==> src/rtl/hdrv_pkg.sv <==
package hdrv_pkg;

   // scale used for percentage arithmetic
   localparam int PCT_SCALE = 100;

   // reasons that force the drive off
   typedef struct packed {
      logic supply;
      logic flyback;
      logic disabled;
      logic xray;
   } hdrv_inhibit_t;

   function automatic logic any_inhibit(input hdrv_inhibit_t r);
      return r.supply | r.flyback | r.disabled | r.xray;
   endfunction

endpackage

==> src/rtl/hdrv_offcalc.sv <==
module hdrv_offcalc #(
   parameter int PW      = 12,
   parameter int CW      = 5,
   parameter int MAX_PCT = 60,
   parameter int MIN_PCT = 30
) (
   input  logic [PW-1:0] period,
   input  logic [CW-1:0] code,
   output logic [PW-1:0] off_cycles
);
   import hdrv_pkg::*;

   localparam int CODE_MAX = (1 << CW) - 1;
   localparam int DEN      = PCT_SCALE * CODE_MAX;
   localparam int TOPF     = MAX_PCT * CODE_MAX;
   localparam int STEP     = MAX_PCT - MIN_PCT;
   localparam int FW       = $clog2(DEN + 1) + 1;
   localparam int NW       = PW + FW;

   generate
      if (MIN_PCT >= MAX_PCT || MAX_PCT > PCT_SCALE || MIN_PCT < 0) begin : g_bad_pct
         $error("hdrv_offcalc: percent range must satisfy 0 <= MIN < MAX <= 100");
      end
      if (CW < 1) begin : g_bad_cw
         $error("hdrv_offcalc: code width must be at least 1");
      end
   endgenerate

   logic [FW-1:0] factor;
   logic [NW-1:0] product;
   logic [NW-1:0] quotient;

   always_comb begin
      factor     = FW'(TOPF) - FW'(STEP) * FW'(code);
      product    = NW'(period) * NW'(factor) + NW'(DEN / 2);
      quotient   = product / NW'(DEN);
      off_cycles = PW'(quotient);
   end

endmodule

==> src/rtl/hdrv_xray_guard.sv <==
module hdrv_xray_guard #(
   parameter int SYNC_STAGES = 2
) (
   input  logic clk,
   input  logic rst_n,
   input  logic xray_in,
   input  logic xray_clr,
   output logic latched
);

   generate
      if (SYNC_STAGES < 2) begin : g_bad_sync
         $error("hdrv_xray_guard: at least two synchroniser stages required");
      end
   endgenerate

   logic [SYNC_STAGES-1:0] sync_q;
   logic                   latch_q;

   genvar gi;
   generate
      for (gi = 0; gi < SYNC_STAGES; gi++) begin : g_sync
         if (gi == 0) begin : g_first
            always_ff @(posedge clk or negedge rst_n) begin
               if (!rst_n) sync_q[0] <= 1'b0;
               else        sync_q[0] <= xray_in;
            end
         end else begin : g_next
            always_ff @(posedge clk or negedge rst_n) begin
               if (!rst_n) sync_q[gi] <= 1'b0;
               else        sync_q[gi] <= sync_q[gi-1];
            end
         end
      end
   endgenerate

   // set has priority over clear
   always_ff @(posedge clk or negedge rst_n) begin
      if (!rst_n)                      latch_q <= 1'b0;
      else if (sync_q[SYNC_STAGES-1]) latch_q <= 1'b1;
      else if (xray_clr)              latch_q <= 1'b0;
   end

   assign latched = latch_q;


   latch_hold_chk: assert property (@(posedge clk) disable iff (!rst_n)
      latch_q && !xray_clr |=> latch_q);


   set_wins_chk: assert property (@(posedge clk) disable iff (!rst_n)
      sync_q[SYNC_STAGES-1] |=> latch_q);


   no_spurious_set_chk: assert property (@(posedge clk) disable iff (!rst_n)
      !latch_q && !sync_q[SYNC_STAGES-1] |=> !latch_q);

endmodule

==> src/rtl/hdrv_phase.sv <==
module hdrv_phase #(
   parameter int PW = 12
) (
   input  logic          clk,
   input  logic          rst_n,
   input  logic          period_start,
   input  logic          inhibit,
   input  logic [PW-1:0] off_new,
   output logic          on_phase
);

   localparam logic [PW-1:0] POS_MAX = {PW{1'b1}};

   logic [PW-1:0] pos_q;
   logic [PW-1:0] off_q;
   logic          armed_q;

   always_ff @(posedge clk or negedge rst_n) begin
      if (!rst_n) begin
         pos_q   <= '0;
         off_q   <= '0;
         armed_q <= 1'b0;
      end else if (period_start) begin
         pos_q   <= '0;
         off_q   <= off_new;
         armed_q <= !inhibit;
      end else begin
         if (pos_q != POS_MAX) pos_q <= pos_q + 1'b1;
         if (inhibit)          armed_q <= 1'b0;
      end
   end

   assign on_phase = armed_q && (pos_q >= off_q);


   arm_only_at_start_chk: assert property (@(posedge clk) disable iff (!rst_n)
      $rose(armed_q) |-> $past(period_start));


   off_stable_chk: assert property (@(posedge clk) disable iff (!rst_n)
      !period_start |=> $stable(off_q));

endmodule

==> src/rtl/hdrv_shaper.sv <==
module hdrv_shaper #(
   parameter int PW          = 12,
   parameter int CW          = 5,
   parameter int MAX_PCT     = 60,
   parameter int MIN_PCT     = 30,
   parameter int SYNC_STAGES = 2
) (
   input  logic          clk,
   input  logic          rst_n,
   input  logic          period_start,
   input  logic [PW-1:0] period_cnt,
   input  logic          flyback,
   input  logic          supply_low,
   input  logic          xray_in,
   input  logic          drive_en,
   input  logic          xray_clr,
   input  logic [CW-1:0] duty_code,
   output logic          hdrive,
   output logic          reg_en,
   output logic          xray_status
);
   import hdrv_pkg::*;

   logic          xlatch;
   logic          first_q;
   logic [CW-1:0] code_eff;
   logic [PW-1:0] off_new;
   logic          on_phase;
   hdrv_inhibit_t why;
   logic          inhibit;

   // first period after reset always uses the longest off-time
   always_ff @(posedge clk or negedge rst_n) begin
      if (!rst_n)            first_q <= 1'b1;
      else if (period_start) first_q <= 1'b0;
   end

   assign code_eff = first_q ? '0 : duty_code;

   always_comb begin
      why.supply   = supply_low;
      why.flyback  = flyback;
      why.disabled = !drive_en;
      why.xray     = xlatch;
      inhibit      = any_inhibit(why);
   end

   hdrv_xray_guard #(.SYNC_STAGES(SYNC_STAGES)) u_guard (
      .clk      (clk),
      .rst_n    (rst_n),
      .xray_in  (xray_in),
      .xray_clr (xray_clr),
      .latched  (xlatch)
   );

   hdrv_offcalc #(.PW(PW), .CW(CW), .MAX_PCT(MAX_PCT), .MIN_PCT(MIN_PCT)) u_calc (
      .period     (period_cnt),
      .code       (code_eff),
      .off_cycles (off_new)
   );

   hdrv_phase #(.PW(PW)) u_phase (
      .clk          (clk),
      .rst_n        (rst_n),
      .period_start (period_start),
      .inhibit      (inhibit),
      .off_new      (off_new),
      .on_phase     (on_phase)
   );

   assign hdrive      = on_phase && !xlatch;
   assign reg_en      = !xlatch;
   assign xray_status = xlatch;


   off_first_chk: assert property (@(posedge clk) disable iff (!rst_n)
      period_start && (off_new != '0) |=> !hdrive);


   inhibit_kill_chk: assert property (@(posedge clk) disable iff (!rst_n)
      (supply_low || flyback || !drive_en) |=> !hdrive);


   xray_gate_chk: assert property (@(posedge clk) disable iff (!rst_n)
      xray_status |-> (!hdrive && !reg_en));


   reset_state_chk: assert property (@(posedge clk)
      !rst_n |-> (!hdrive && reg_en && !xray_status));

endmodule

==> config.mk <==
export PLATFORM = sky130hd
export DESIGN_NAME = hdrv_shaper
export DESIGN_NICKNAME = d
export VERILOG_FILES = /design/src/rtl/hdrv_pkg.sv /design/src/rtl/hdrv_offcalc.sv /design/src/rtl/hdrv_xray_guard.sv /design/src/rtl/hdrv_phase.sv /design/src/rtl/hdrv_shaper.sv
export SDC_FILE = /design/constraint.sdc
export NUM_CORES = 1
export LEC_CHECK = 0
export BUFFER_PORTS_ARGS = -buffer_cell sky130_fd_sc_hd__buf_2
export CELL_PAD_IN_SITES_DETAIL_PLACEMENT = 0
export CELL_PAD_IN_SITES_GLOBAL_PLACEMENT = 2
export CORE_ASPECT_RATIO = 1.75
export CORE_MARGIN = 2
export CORE_UTILIZATION = 43
export DETAILED_ROUTE_END_ITERATION = 10
export MAX_ROUTING_LAYER = met4
export PLACE_DENSITY = 0.95
export SLEW_MARGIN = 20
export SYNTH_ARGS = -nofsm -noshare
export SYNTH_HDL_FRONTEND = slang
export SYNTH_SLANG_ARGS = --single-unit
==> constraint.sdc <==
create_clock -name clk -period 46.9 [get_ports clk]
set_clock_uncertainty 0.15 [all_clocks]
set_input_delay 4.69 -clock clk [delete_from_list [all_inputs] [get_ports clk]]
set_output_delay 4.69 -clock clk [all_outputs]
set_load 0.01 [all_outputs]
; Yosys cells after proc, flatten, opt, wreduce, memory -nomap -nowiden
; Index checks and enable logic that the tools add are counted.
; W data, S select, Z words.
[totals]
latchBits = 0
out_inout_bits = 3
ff_bits = 29
ram_bits = 0
inputBits = 25
n_memories = 0
romBits = 0
[op_classes]
addsub = 3
n_mul = 2
n_bitwise = 3
order_cmp = 1
mux = 7
div = 1
n_eq_ne = 1
n_shift = 0
n_reduce_logical = 8
[ops]
columns = operator, n
row1 = $add A25 B11 Y25 const B, 1
row2 = $div A25 B12 Y25 const B, 1
row3 = $mul A12 B13 Y25, 1
row4 = $mux W12, 2
row5 = $add A12 B1 Y12 const B, 1
row6 = $ge A12 B12 Y1, 1
row7 = $ne A12 B12 Y1 const B, 1
row8 = $sub A11 B10 Y12 const A, 1
row9 = $mul A4 B5 Y9 const A, 1
row10 = $reduce_bool A2 Y1, 3
row11 = $mux W5, 1
row12 = $mux W1, 4
row13 = $logic_not A1 Y1, 3
row14 = $or A1 B1 Y1, 3
row15 = $logic_and A1 B1 Y1, 2

; Longest topological paths before layout
; Gate-level depths: netlist of run 1.
[logic_depth]
word_depth = 6
depth_mapped = 92

; Modules after synthesis
; Synthesis of run 1 repeated with hierarchy kept, for this count alone.
[hier_totals]
hier_cells = 2190
area_unflattened_um2 = 16314.4
[by_module_without_submodules]
columns = mod, cells_each, seq_area_each_um2, area_each_um2, n_inst
row1 = hdrv_offcalc, 2027, 0.0, 14741.6, 1
row2 = hdrv_phase, 148, 625.6, 1400.1, 1
row3 = hdrv_shaper, 10, 26.3, 86.3, 1
row4 = hdrv_xray_guard, 5, 75.1, 86.3, 1

; Least setup slack after synthesis of run 1
; OpenSTA, ideal clock, no wires.
[synth_timing]
path_type = input port to flip-flop
startpoint = input port duty_code[1]
endpoint = register u_phase.off_q[0]
setup_slack_ns = 21.407
arrival_ns = 25.217
setup_time_ns = 0.126
stages = 81
required_ns = 46.624
path_cell_list = xnor2_1 -> nor2_1 -> clkbuf_1 -> ha_1 -> inv_1 -> fa_1 -> inv_1 -> ha_1 -> a21oi_1 -> o21bai_1 -> a21oi_1 -> xnor2_1 -> o21ai_0 -> xor2_1 -> clkbuf_1 -> and2_1 -> fa_1 -> inv_1 -> (+45 left out) -> mux2i_1 -> o2111ai_2 -> a2111o_1 -> o31a_2 -> xnor2_2 -> o32a_1 -> or4_1 -> a21oi_2 -> o221a_2 -> a21oi_2 -> o211a_1 -> buf_2 -> o31a_1 -> o211a_1 -> a21boi_4 -> or4_1 -> a21oi_1 -> o22ai_1
[synth_between]
elab_chain_cells = 6
[synth_lines]
columns = item, line
row1 = "start, declared", hdrv_shaper.sv:17  ; input logic [CW-1:0] duty_code,
row2 = $mux W5, hdrv_shaper.sv:38  ; assign code_eff = first_q ? '0 : duty_code;
row3 = $mul A4 B5 Y9, hdrv_offcalc.sv:34  ; factor = FW'(TOPF) - FW'(STEP) * FW'(code);
row4 = $sub A11 B10 Y12, hdrv_offcalc.sv:34
row5 = $mul A12 B13 Y25, hdrv_offcalc.sv:35  ; product = NW'(period) * NW'(factor) + NW'(DEN / 2);
row6 = $add A25 B11 Y25, hdrv_offcalc.sv:35
row7 = $div A25 B12 Y25, hdrv_offcalc.sv:36  ; quotient = product / NW'(DEN);
row8 = "end signal, assigned", hdrv_phase.sv:25  ; off_q <= off_new;
row9 = "end, declared", hdrv_phase.sv:15  ; logic [PW-1:0] off_q;
; No other way between the ends.
; A chain may end at the register's enable or synchronous reset.

; Worst setup path in the final report of run 1
[layout_timing]
startpoint = input port duty_code[0]
endpoint = register u_phase.off_q[0]
; Same word-level chain as after synthesis.

==> metrics.md, run 1 <==
| Metric | Value |
|---|---|
| Reg-to-reg critical path endpoint | `u_phase.off_q[0]$_DFFE_PN0P_` |
| Mapped Nets | `2372` |
| GR Overflow Total | `0` |
| Port Buffers | `27` |
| RSZ-0062 raised after global routing | `no` |
| Ant. Diodes | `0` |
| Synth Area in XOR/XNOR | `9.55%` |
| R2R depth | `70` |
| Hold endpoint | `u_guard.sync_q[1]$_DFF_PN0_` |
| Asr flop ratio synth | `100%` |
| Worst Hold Class | `flop to flop` |
| Vias | `16400` |
| Dpl hpwl | `43900 µm` |
| Routed wire length | `53000 µm` |
| GPL Wtd Cong | `0.948` |
| DR pass1 iterations | `5` |
| Seq/Total Area, Yosys | `4.60%` |
| Htree depth | `2` |
| Critical path launch point type | `input port` |
| Post-route cell area | `0.0164 mm²` |
| Simple-gate area share of the yosys netlist | `27.9%` |
| Top cell by count, worst path | `fa_1` |
| Final period util | `65.0%` |
| Worst slew margin | `31.3%` |
| Tmin final | `30.50 ns` |
| Mean number of vias per cell | `6.32` |
| GRT Overall Usage | `28.1%` |
| Setup Fix Bufs, Post-CTS | `0` |
| Multiplexer share of the synthesized area | `2.74%` |
| Cell count after synthesis | `2154` |
| Area Growth Syn to Fin | `3.91%` |
| Fmax | `0.0328 GHz` |
| Post-cts gate resize count | `0` |
| Per-cell routed wire length | `20.5 µm` |
| FP Rows | `92` |
| CTS tree | `built` |
| Max_cap viols | `0` |
| # nets final | `2338` |
| DR DRC count | `0` |
| R2R Path Start | `first_q$_DFFE_PN1P_` |
| Crit path largest cell delay | `0.81 ns` |
| Hold-critical path depth | `0` |
| Share of cells above drive strength 1 | `7.54%` |
| Synth Area in Compound Gates | `29.4%` |
| Number of fill cells | `3861` |
| Die span in x | `149 µm` |
| Final hold vios | `0` |
| Type of the worst setup path | `input port to flop` |
| Clock buffer depth | `2` |
| Outcome | `complete, no violations` |
| # setup viols final | `0` |
| # hold bufs at CTS | `0` |
| Worst Path Buf+Inv | `6` |
| Initial antenna violation count | `0` |
| Die area | `0.0384 mm²` |
| Yosys cell types | `125` |
| YS warnings | `0` |
| CP Data Arrival Time | `30.55 ns` |
| ANT nets after route | `0` |
| Ports | `28` |
| TritonCTS buffer count | `5` |
| Initial Utilization | `43.7%` |
| Reg-to-reg slack, setup | `20.49 ns` |
| Top_reg_cell synth | `dfrtp_1` |
| Post-synth top area share | `11.0%` |
| Synth area leader | `fa_1` |
| First-pass GRT wire length | `85600 µm` |
| Synth top area cells | `fa_1 (11%), ha_1 (8.4%), xnor2_1 (6.2%)` |
| Post-Syn Area | `0.0158 mm²` |
| Synth cell count leaders | `nand2_1 (194), nor2_1 (176), inv_1 (164), a21oi_1 (113), xnor2_1 (112)` |
| CP Data Required Time | `46.95 ns` |
| Post-DP Area | `0.0163 mm²` |
| Crit-path leading delay family | `compound AO/OA/AOI/OAI gates` |
| Slowest stage cell, crit path | `a31oi_2` |
| Post-synthesis register bit count | `29` |
| Post-synthesis adder-cell area fraction | `19.5%` |
| Largest net degree at the start of global routing | `38` |
| Worst hold start | `u_guard.sync_q[0]$_DFF_PN0_` |
| Vias in the first global route | `16400` |
| CP endpoint kind | `flop` |
| Syn Area/Cell | `7.34 µm²` |
| Setup TNS | `0 ns` |
| Fin. max-slew vios | `0` |
| Drt initial violations | `853` |
| Clock insertion delay at the later pin of the skew report | `0.29 ns` |
| Root Driver | `clkbuf_16` |
| Sequential Area | `727 µm²` |
| CP max FO | `20` |
| Worst Tran Pin Value | `1.03 ns` |
| Cell with the most instances after synthesis | `nand2_1` |
| Clk sinks | `29` |
| Die height | `258 µm` |
| Multi-input logic area | `0.0141 mm²` |
| Number of synthesized flops with an enable pin | `0` |
| Area of the core | `0.0361 mm²` |
| Worst-path clk slew | `0.05 ns` |
| Largest family of logic cells by synthesized area | `compound AO/OA/AOI/OAI gates` |
==> worst max-delay path by stage <==
stage                                         endpoint  cells after the start          from  slack, ns
after detailed placement  u_phase.off_q[0]$_DFFE_PN0P_                     71  duty_code[0]      16.07
final                     u_phase.off_q[0]$_DFFE_PN0P_                     71  duty_code[0]      16.40
after CTS                 u_phase.off_q[0]$_DFFE_PN0P_                     70  duty_code[0]      16.29
after global placement    u_phase.off_q[0]$_DFFE_PN0P_                     69  duty_code[0]      16.52
after floorplan           u_phase.off_q[0]$_DFFE_PN0P_                     81  duty_code[1]      21.41
after global routing      u_phase.off_q[0]$_DFFE_PN0P_                     70  duty_code[0]      14.45
==> cells in the final DEF, fill, tap and decap left out, drive strengths merged, types with 9 or more instances in the layout <==
cell       n
nand2b    33
and2      90
a21boi    12
o22ai     15
o211ai    30
mux2i     26
a211o     20
o2111ai   15
or2       22
ha       106
and3      33
o31ai     19
nor4      30
o21ai    120
a31o      11
inv      164
o31a      15
nand2    195
nor3      67
xnor2    115
and4      11
nand4     32
o211a     16
nor2b     17
o21a      25
mux2      15
buf       45
or4       13
or3       32
a31oi     38
a211oi    36
nor2     178
nand3     65
fa        87
a21o      22
xor2      51
dfrtp     28
o21bai     9
a21oi    118
a2111oi   10
==> registers in the layout (all words and copies together) (netlist names) <==
| register | count |
|---|---|
| u_phase.pos_q | 12 |
| u_phase.armed_q | 1 |
| u_guard.sync_q | 2 |
| u_phase.off_q | 12 |
| u_guard.latched | 1 |
| first_q | 1 |
==> cell families (layout without fill, tap and decap cells) <==
family,count (synthesis),count (layout)
simple gates,845,845
compound gates,628,628
buf+inv,250,217
fa+ha+maj,195,195
xor+xnor,166,166
mux,41,41
flops,29,29
==> worst register-to-register path: cells and delay by family, from the launching register on <==
kind / cells / cell delay [ns]
AO/OA/AOI/OAI: 26 / 9.64
XOR/XNOR: 2 / 0.78
adder cells (fa/ha/maj): 8 / 3.99
buffers and inverters: 5 / 0.45
flip-flops: 1 / 0.41
multiplexers: 5 / 2.27
AND/OR/NAND/NOR: 24 / 8.62
==> final cells by class <==
| type | instances | share of cell area (%) |
|---|---|---|
| clock inverter | 3 | 0.107 |
| tap | 470 | 3.58 |
| sequential | 29 | 4.43 |
| inverter | 164 | 3.75 |
| timing repair buffer | 45 | 1.65 |
| clock buffer | 5 | 0.762 |
| multi-input combinational | 1875 | 85.7 |
==> metal layers <==
metal / vias up / global-route usage (%) / wire [µm]
met1: 7930 / 27.7 / 19200
met3: 171 / 1.15 / 1350
met2: 451 / 54.9 / 29300
met4: 0 / 14.3 / 3160
met5: - / - / 0
li1: 7816 / - / -
==> per-stage QoR <==
stage                     util (%)  hold WS (ns)  cells  setup slack, ns
final                         45.4         0.198   2591            16.40
after global routing          45.4         0.205   2591            14.45
after CTS                     45.4         0.199   2591            16.29
after detailed placement      45.0         0.187   2583            16.07
after global placement        45.0         0.191   2583            16.52
after floorplan                  -         0.181   2154            21.41
Power of run 1 is left out: the tool's default activity adds up to more than one toggle a clock period on the data nets, which glitch-free logic cannot reach.
==> run 2, diff against run 1 <==
--- a/config.mk
+++ b/config.mk
@@ -5,15 +5,16 @@
 export SDC_FILE = /design/constraint.sdc
 export NUM_CORES = 1
 export LEC_CHECK = 0
+export ABC_AREA = 1
 export BUFFER_PORTS_ARGS = -buffer_cell sky130_fd_sc_hd__buf_2
 export CELL_PAD_IN_SITES_DETAIL_PLACEMENT = 0
 export CELL_PAD_IN_SITES_GLOBAL_PLACEMENT = 2
 export CORE_ASPECT_RATIO = 1.75
 export CORE_MARGIN = 2
-export CORE_UTILIZATION = 43
+export CORE_UTILIZATION = 33
 export DETAILED_ROUTE_END_ITERATION = 10
 export MAX_ROUTING_LAYER = met4
-export PLACE_DENSITY = 0.95
+export PLACE_DENSITY = 0.9
 export SLEW_MARGIN = 20
 export SYNTH_ARGS = -nofsm -noshare
 export SYNTH_HDL_FRONTEND = slang
==> constraint.sdc (replaced) <==
create_clock -name clk -period 27.1 [get_ports clk]
set_clock_uncertainty 0.15 [all_clocks]
set_input_delay 2.71 -clock clk [delete_from_list [all_inputs] [get_ports clk]]
set_output_delay 2.71 -clock clk [all_outputs]
set_load 0.01 [all_outputs]
==> metrics.md, run 2 <==
| Metric | Value |
|---|---|
| Outcome | `complete, no violations (unchanged)` |
| Mapped Nets | `3052 (was 2372)` |
| Hold_ws | `0.201 ns (was 0.198 ns)` |
| Worst Tran Pin Value | `0.936 ns (was 1.03 ns)` |
| Cell count after synthesis | `2834 (was 2154)` |
| Reg-to-reg slack, setup | `4.04 ns (was 20.49 ns)` |
| Worst hold start | `u_guard.sync_q[0]$_DFF_PN0_ (unchanged)` |
| CP Data Required Time | `27.13 ns (was 46.95 ns)` |
| Clock buffer depth | `2 (unchanged)` |
| GPL Wtd Cong | `0.917 (was 0.948)` |
| Mean number of vias per cell | `4.94 (was 6.32)` |
| Multi-input logic area | `0.0137 mm² (was 0.0141 mm²)` |
| Synth area leader | `nand2_1 (was fa_1)` |
| Crit path to | `u_phase.off_q[0]$_DFFE_PN0P_ (unchanged)` |
| Worst setup path startpoint | `duty_code[1] (was duty_code[0])` |
| Drt initial violations | `821 (was 853)` |
| YS warnings | `0 (unchanged)` |
| CP endpoint kind | `flop (unchanged)` |
| DR DRC count | `0 (unchanged)` |
| Number of fill cells | `5762 (was 3861)` |
| Seq/Total Area, Yosys | `4.33% (was 4.60%)` |
| Met3 GRT Util | `0.727% (was 1.15%)` |
| R2R Path Start | `first_q$_DFFE_PN1P_ (unchanged)` |
| Type of the worst setup path | `input port to flop (unchanged)` |
| Cell with the most instances after synthesis | `nand2_1 (unchanged)` |
| Largest net degree at the start of global routing | `32 (was 38)` |
| Share of cells above drive strength 1 | `15.8% (was 7.54%)` |
| Yosys cell types | `62 (was 125)` |
| R2R depth | `127 (was 70)` |
| Area Growth Syn to Fin | `4.17% (was 3.91%)` |
| Post-synth top area share | `18.2% (was 11.0%)` |
| Post-Syn Area | `0.0168 mm² (was 0.0158 mm²)` |
| Syn Area/Cell | `5.93 µm² (was 7.34 µm²)` |
| DR pass1 iterations | `6 (was 5)` |
| Asr flop ratio synth | `100% (unchanged)` |
| Port Buffers | `27 (unchanged)` |
| M1 GR Usage | `20.1% (was 27.7%)` |
| Vias in the first global route | `17500 (was 16400)` |
| ANT nets after route | `0 (unchanged)` |
| First-pass GRT wire length | `89000 µm (was 85600 µm)` |
| Sequential Area | `727 µm² (unchanged)` |
| Post-synthesis register bit count | `29 (unchanged)` |
| Crit path largest cell delay | `0.58 ns (was 0.81 ns)` |
| GRT Overall Usage | `21.6% (was 28.1%)` |
| Ports | `28 (unchanged)` |
| Regs by FF count | `u_phase.off_q: 12 flops, u_phase.pos_q: 12 flops, u_guard.sync_q: 2 flops (unchanged)` |
| Busiest grt layer | `met2 (unchanged)` |
| # setup viols final | `0 (unchanged)` |
| # nets final | `3042 (was 2338)` |
| CP Data Arrival Time | `25.14 ns (was 30.55 ns)` |
| Most frequent cells in the layout | `nand2_1 (816), inv_1 (457), nor2_1 (263), nand3_1 (260), nand2_2 (163) (was nand2_1 (194), nor2_1 (176), inv_1 (164), a21oi_1 (113), xnor2_1 (112))` |
| Area of the core | `0.0505 mm² (was 0.0361 mm²)` |
| RSZ-0062 raised after global routing | `no (unchanged)` |
| Worst Hold Class | `flop to flop (unchanged)` |
| Setup TNS | `0 ns (unchanged)` |
| Clk sinks | `29 (unchanged)` |
| Worst slew margin | `36.9% (was 31.3%)` |
| Tmin final | `25.11 ns` |
| FP Rows | `109 (was 92)` |
| Dpl cells | `3483 (was 2583)` |
| Top cell by count, worst path | `nand2_1 (was fa_1)` |
| Routed wire length | `55300 µm (was 53000 µm)` |
| Die span in x | `175 µm (was 149 µm)` |
| CP max FO | `26 (was 20)` |
| Max_cap viols | `0 (unchanged)` |
| Htree depth | `2 (unchanged)` |
| Initial Utilization | `33.3% (was 43.7%)` |
| Final hold vios | `0 (unchanged)` |
| TritonCTS buffer count | `5 (unchanged)` |
| Die height | `302 µm (was 258 µm)` |
| Number of synthesized flops with an enable pin | `0 (unchanged)` |
| Vias | `17200 (was 16400)` |
| Critical path launch point type | `input port (unchanged)` |
| CTS tree | `built (unchanged)` |
| Per-cell routed wire length | `15.8 µm (was 20.5 µm)` |
| Root Driver | `clkbuf_16 (unchanged)` |
| Clock insertion delay at the later pin of the skew report | `0.29 ns (about the same)` |
| Initial antenna violation count | `0 (unchanged)` |
| Fin. max-slew vios | `0 (unchanged)` |
| Synth cell count leaders | `nand2_1 (816), inv_1 (457), nor2_1 (265), nand3_1 (260), nand2_2 (163) (was nand2_1 (194), nor2_1 (176), inv_1 (164), a21oi_1 (113), xnor2_1 (112))` |
| Synth top area cells | `nand2_1 (18%), fa_1 (10%), inv_1 (10%) (was fa_1 (11%), ha_1 (8.4%), xnor2_1 (6.2%))` |
| Worst-path clk slew | `0.06 ns (was 0.05 ns)` |
| GR Overflow Total | `0 (unchanged)` |
| Slowest stage cell, crit path | `fa_1 (was a31oi_2)` |
| Place WS | `1.01 ns (was 16.07 ns)` |
| Fmax | `0.0398 GHz` |
| Final non-filler cell total | `3491 (was 2591)` |
| Dpl hpwl | `47800 µm (was 43900 µm)` |
| Top_reg_cell synth | `dfrtp_1 (unchanged)` |
| Die area | `0.0528 mm² (was 0.0384 mm²)` |
| Final setup margin | `1.99 ns (was 16.40 ns)` |
| Met2 Usage GRT | `44.4% (was 54.9%)` |
| Most common cell after layout, fill and taps aside | `nand2_1 (unchanged)` |
| Ant. Diodes | `0 (unchanged)` |
| Reg-to-reg critical path endpoint | `u_phase.off_q[0]$_DFFE_PN0P_ (unchanged)` |
| Final period util | `92.6%` |
-- run 2: worst max-delay path, delay by kind of cell --
family / cells / cell delay (ns)
buf+inv: 16 / 1.51
compound gates: 3 / 0.56
fa+ha+maj: 9 / 4.30
simple gates: 97 / 16.00
-- run 2: worst min-delay path by stage --
stage	endpoint	slack, ns	depth (start not counted)
2_1_floorplan	u_guard.sync_q[1]$_DFF_PN0_	0.18	0
3_3_place_gp	u_guard.sync_q[1]$_DFF_PN0_	0.19	0
3_5_place_dp	u_guard.sync_q[1]$_DFF_PN0_	0.19	0
4_1_cts	u_guard.sync_q[1]$_DFF_PN0_	0.20	0
5_1_grt	u_guard.sync_q[1]$_DFF_PN0_	0.21	0
6_report	u_guard.sync_q[1]$_DFF_PN0_	0.20	0
-- run 2: timing repair --
item                       CTS  global route
hold endpoints to repair     0             0
setup endpoints to repair    0             2
buffers inserted             0             0
hold buffers                 0             0
gates resized for setup      0             6
-- run 2: cell type report --
class	instances	area share [%]
inverters	520	11.2
clock buffers	5	0.715
multi-input cells	2237	78.1
clock inverters	3	0.100
flip-flops and latches	29	4.15
well taps	666	4.76
repair buffers	31	0.944
-- run 2: cells by family after synthesis --
family | Yosys count | share of synthesized area [%]
AOI/OAI and AO/OA | 146 | 5.22
adders and majority gates | 193 | 18.3
xor gates and xnor gates | 91 | 4.79
buffers and inverters | 568 | 14.5
DFF | 29 | 4.33
and+or+nand+nor | 1807 | 52.9
-- run 2: metal layers --
metal  share of wire, %  up-vias
met5                  0        -
met4                5.4        0
met3                1.8      157
met2                 57      328
met1                 36     8005
li1                   -     8758
-- run 2: metrics by stage --
stage	utilization, %	instance area (µm²)
2_1_floorplan	-	16800
3_3_place_gp	34.3	17300
3_5_place_dp	34.3	17300
4_1_cts	34.6	17500
5_1_grt	34.7	17500
6_report	34.7	17500
Power of run 2 is left out for the same reason.
==> run 3, diff against run 2 <==
--- a/config.mk
+++ b/config.mk
@@ -10,7 +10,6 @@
 export CELL_PAD_IN_SITES_DETAIL_PLACEMENT = 0
 export CELL_PAD_IN_SITES_GLOBAL_PLACEMENT = 2
 export CORE_ASPECT_RATIO = 1.75
-export CORE_MARGIN = 2
 export CORE_UTILIZATION = 33
 export DETAILED_ROUTE_END_ITERATION = 10
 export MAX_ROUTING_LAYER = met4
==> metrics.md, run 3 (same netlist as run 2, synthesis figures left out) <==
| Metric | Value |
|---|---|
| # hold bufs at CTS | `0 (unchanged)` |
| TritonCTS buffer count | `5 (unchanged)` |
| Critical path launch point type | `input port (unchanged)` |
| Die height | `300 µm (was 302 µm)` |
| Crit-path leading delay family | `simple AND/OR/NAND/NOR gates (unchanged)` |
| Ports | `28 (unchanged)` |
| CP max FO | `26 (unchanged)` |
| Port Buffers | `27 (unchanged)` |
| Dpl hpwl | `47800 µm (about the same)` |
| CP Data Arrival Time | `25.12 ns (was 25.14 ns)` |
| Clk sinks | `29 (unchanged)` |
| Most common cell after layout, fill and taps aside | `nand2_1 (unchanged)` |
| Per-cell routed wire length | `15.8 µm (about the same)` |
| RSZ-0062 raised after global routing | `no (unchanged)` |
| Final period util | `92.6% (about the same)` |
| Vias in the first global route | `17400 (was 17500)` |
| Slowest stage cell, crit path | `fa_1 (unchanged)` |
| Clock buffer depth | `2 (unchanged)` |
| Clock insertion delay at the later pin of the skew report | `0.29 ns (about the same)` |
| Root Driver | `clkbuf_16 (unchanged)` |
| Regs by FF count | `u_phase.off_q: 12 flops, u_phase.pos_q: 12 flops, u_guard.sync_q: 2 flops (unchanged)` |
| Setup TNS | `0 ns (unchanged)` |
| Final hold vios | `0 (unchanged)` |
| Htree depth | `2 (unchanged)` |
| DR DRC count | `0 (unchanged)` |
| Fmax | `0.0399 GHz (was 0.0398 GHz)` |
| Largest net degree at the start of global routing | `32 (unchanged)` |
| Die area | `0.0518 mm² (was 0.0528 mm²)` |
| Outcome | `complete, no violations (unchanged)` |
| Worst slew margin | `42.7% (was 36.9%)` |
| Mean number of vias per cell | `4.93 (was 4.94)` |
| Ant. Diodes | `0 (unchanged)` |
| Vias | `17200 (about the same)` |
| Crit path largest cell delay | `0.56 ns (was 0.58 ns)` |
| Drt initial violations | `891 (was 821)` |
| CP Data Required Time | `27.14 ns (was 27.13 ns)` |
| Number of fill cells | `5638 (was 5762)` |
| Die span in x | `173 µm (was 175 µm)` |
| GPL Wtd Cong | `0.965 (was 0.917)` |
| Worst-path clk slew | `0.06 ns (about the same)` |
| # setup viols final | `0 (unchanged)` |
| Tmin final | `25.08 ns (was 25.11 ns)` |
| First-pass GRT wire length | `88300 µm (was 89000 µm)` |
| # nets final | `3042 (unchanged)` |
| Most frequent cells in the layout | `nand2_1 (816), inv_1 (457), nor2_1 (263), nand3_1 (260), nand2_2 (163) (unchanged)` |
| Fin. max-slew vios | `0 (unchanged)` |
| Area of the core | `0.0503 mm² (was 0.0505 mm²)` |
| Max_cap viols | `0 (unchanged)` |
| GR Overflow Total | `0 (unchanged)` |
| Initial antenna violation count | `0 (unchanged)` |
| Worst Hold Class | `flop to flop (unchanged)` |
| CP endpoint kind | `flop (unchanged)` |
| ANT nets after route | `0 (unchanged)` |
| DR pass1 iterations | `6 (unchanged)` |
| Area Growth Syn to Fin | `4.12% (was 4.17%)` |
| Type of the worst setup path | `input port to flop (unchanged)` |
| Worst Path Buf+Inv | `14 (was 16)` |
| Share of cells above drive strength 1 | `15.8% (about the same)` |
| Top cell by count, worst path | `nand2_1 (unchanged)` |
| Worst Tran Pin Value | `0.857 ns (was 0.936 ns)` |
| FP Rows | `109 (unchanged)` |
| CTS tree | `built (unchanged)` |
| Routed wire length | `55000 µm (was 55300 µm)` |
| GRT Overall Usage | `21.9% (was 21.6%)` |
| Initial Utilization | `33.4% (was 33.3%)` |
-- run 3: cell types whose count changed in the layout (fill, tap and decap cells not counted) --
cell	before	now
clkinv_1	10	11
clkinvlp_4	2	1
nor2_2	51	52
nor2_4	24	23
-- run 3: worst register-to-register path, delay by kind of cell (launching register included) --
| family | cells | cell delay (ns) |
|---|---|---|
| AOI/OAI and AO/OA | 7 | 1.14 |
| xor gates and xnor gates | 1 | 0.29 |
| adders and majority gates | 9 | 4.22 |
| buffers and inverters | 15 | 1.92 |
| DFF | 1 | 0.56 |
| and+or+nand+nor | 99 | 14.61 |
-- run 3: per-stage QoR --
stage | utilization, % | instances | cell area [µm²] | worst slack [ns] | hold slack [ns]
after global routing | 34.8 | 3491 | 17500 | 0.0129 | 0.225
after detailed placement | 34.4 | 3483 | 17300 | 0.979 | 0.214
after global placement | 34.4 | 3483 | 17300 | 1.50 | 0.187
after CTS | 34.7 | 3491 | 17500 | 1.20 | 0.226
after floorplan | - | 2834 | 16800 | 6.53 | 0.181
final | 34.8 | 3491 | 17500 | 2.02 | 0.216
-- run 3: final timing paths --
kind                                                   from                            to  slack, ns  depth (start not counted)
worst max-delay path                           duty_code[1]  u_phase.off_q[0]$_DFFE_PN0P_       2.02                        129
worst min-delay path            u_guard.sync_q[0]$_DFF_PN0_   u_guard.sync_q[1]$_DFF_PN0_       0.22                          0
worst max register to register          first_q$_DFFE_PN1P_  u_phase.off_q[0]$_DFFE_PN0P_       4.09                        131
worst min register to register  u_guard.sync_q[0]$_DFF_PN0_   u_guard.sync_q[1]$_DFF_PN0_       0.22                          0
max in group asynchronous                             rst_n  u_phase.off_q[9]$_DFFE_PN0P_      23.98                          1
min in group asynchronous                             rst_n   u_guard.sync_q[0]$_DFF_PN0_       2.33                          1
-- run 3: layout make-up --
class / count / area, µm² / share of cell area, %
Timing Repair Buffer: 31 / 165 / 0.944
Clock inverter: 3 / 17.5 / 0.100
Clock buffer: 5 / 125 / 0.715
Sequential cell: 29 / 727 / 4.16
Tap cell: 666 / 833 / 4.76
Inverter: 520 / 1960 / 11.2
Multi-Input combinational cell: 2237 / 13700 / 78.1
-- run 3: what timing repair did --
action                     CTS  global route
resized for setup            0             4
hold endpoints to repair     0             0
setup endpoints to repair    0             2
setup buffers                0             0
-- run 3: per-layer routing --
metal | up-vias | global-route usage [%] | routed length, µm
met4 | 0 | 11.0 | 2950
met3 | 151 | 0.732 | 896
met1 | 7978 | 20.2 | 19500
li1 | 8770 | - | -
met2 | 328 | 45.0 | 31700
met5 | - | - | 0
Power of run 3 is left out for the same reason.
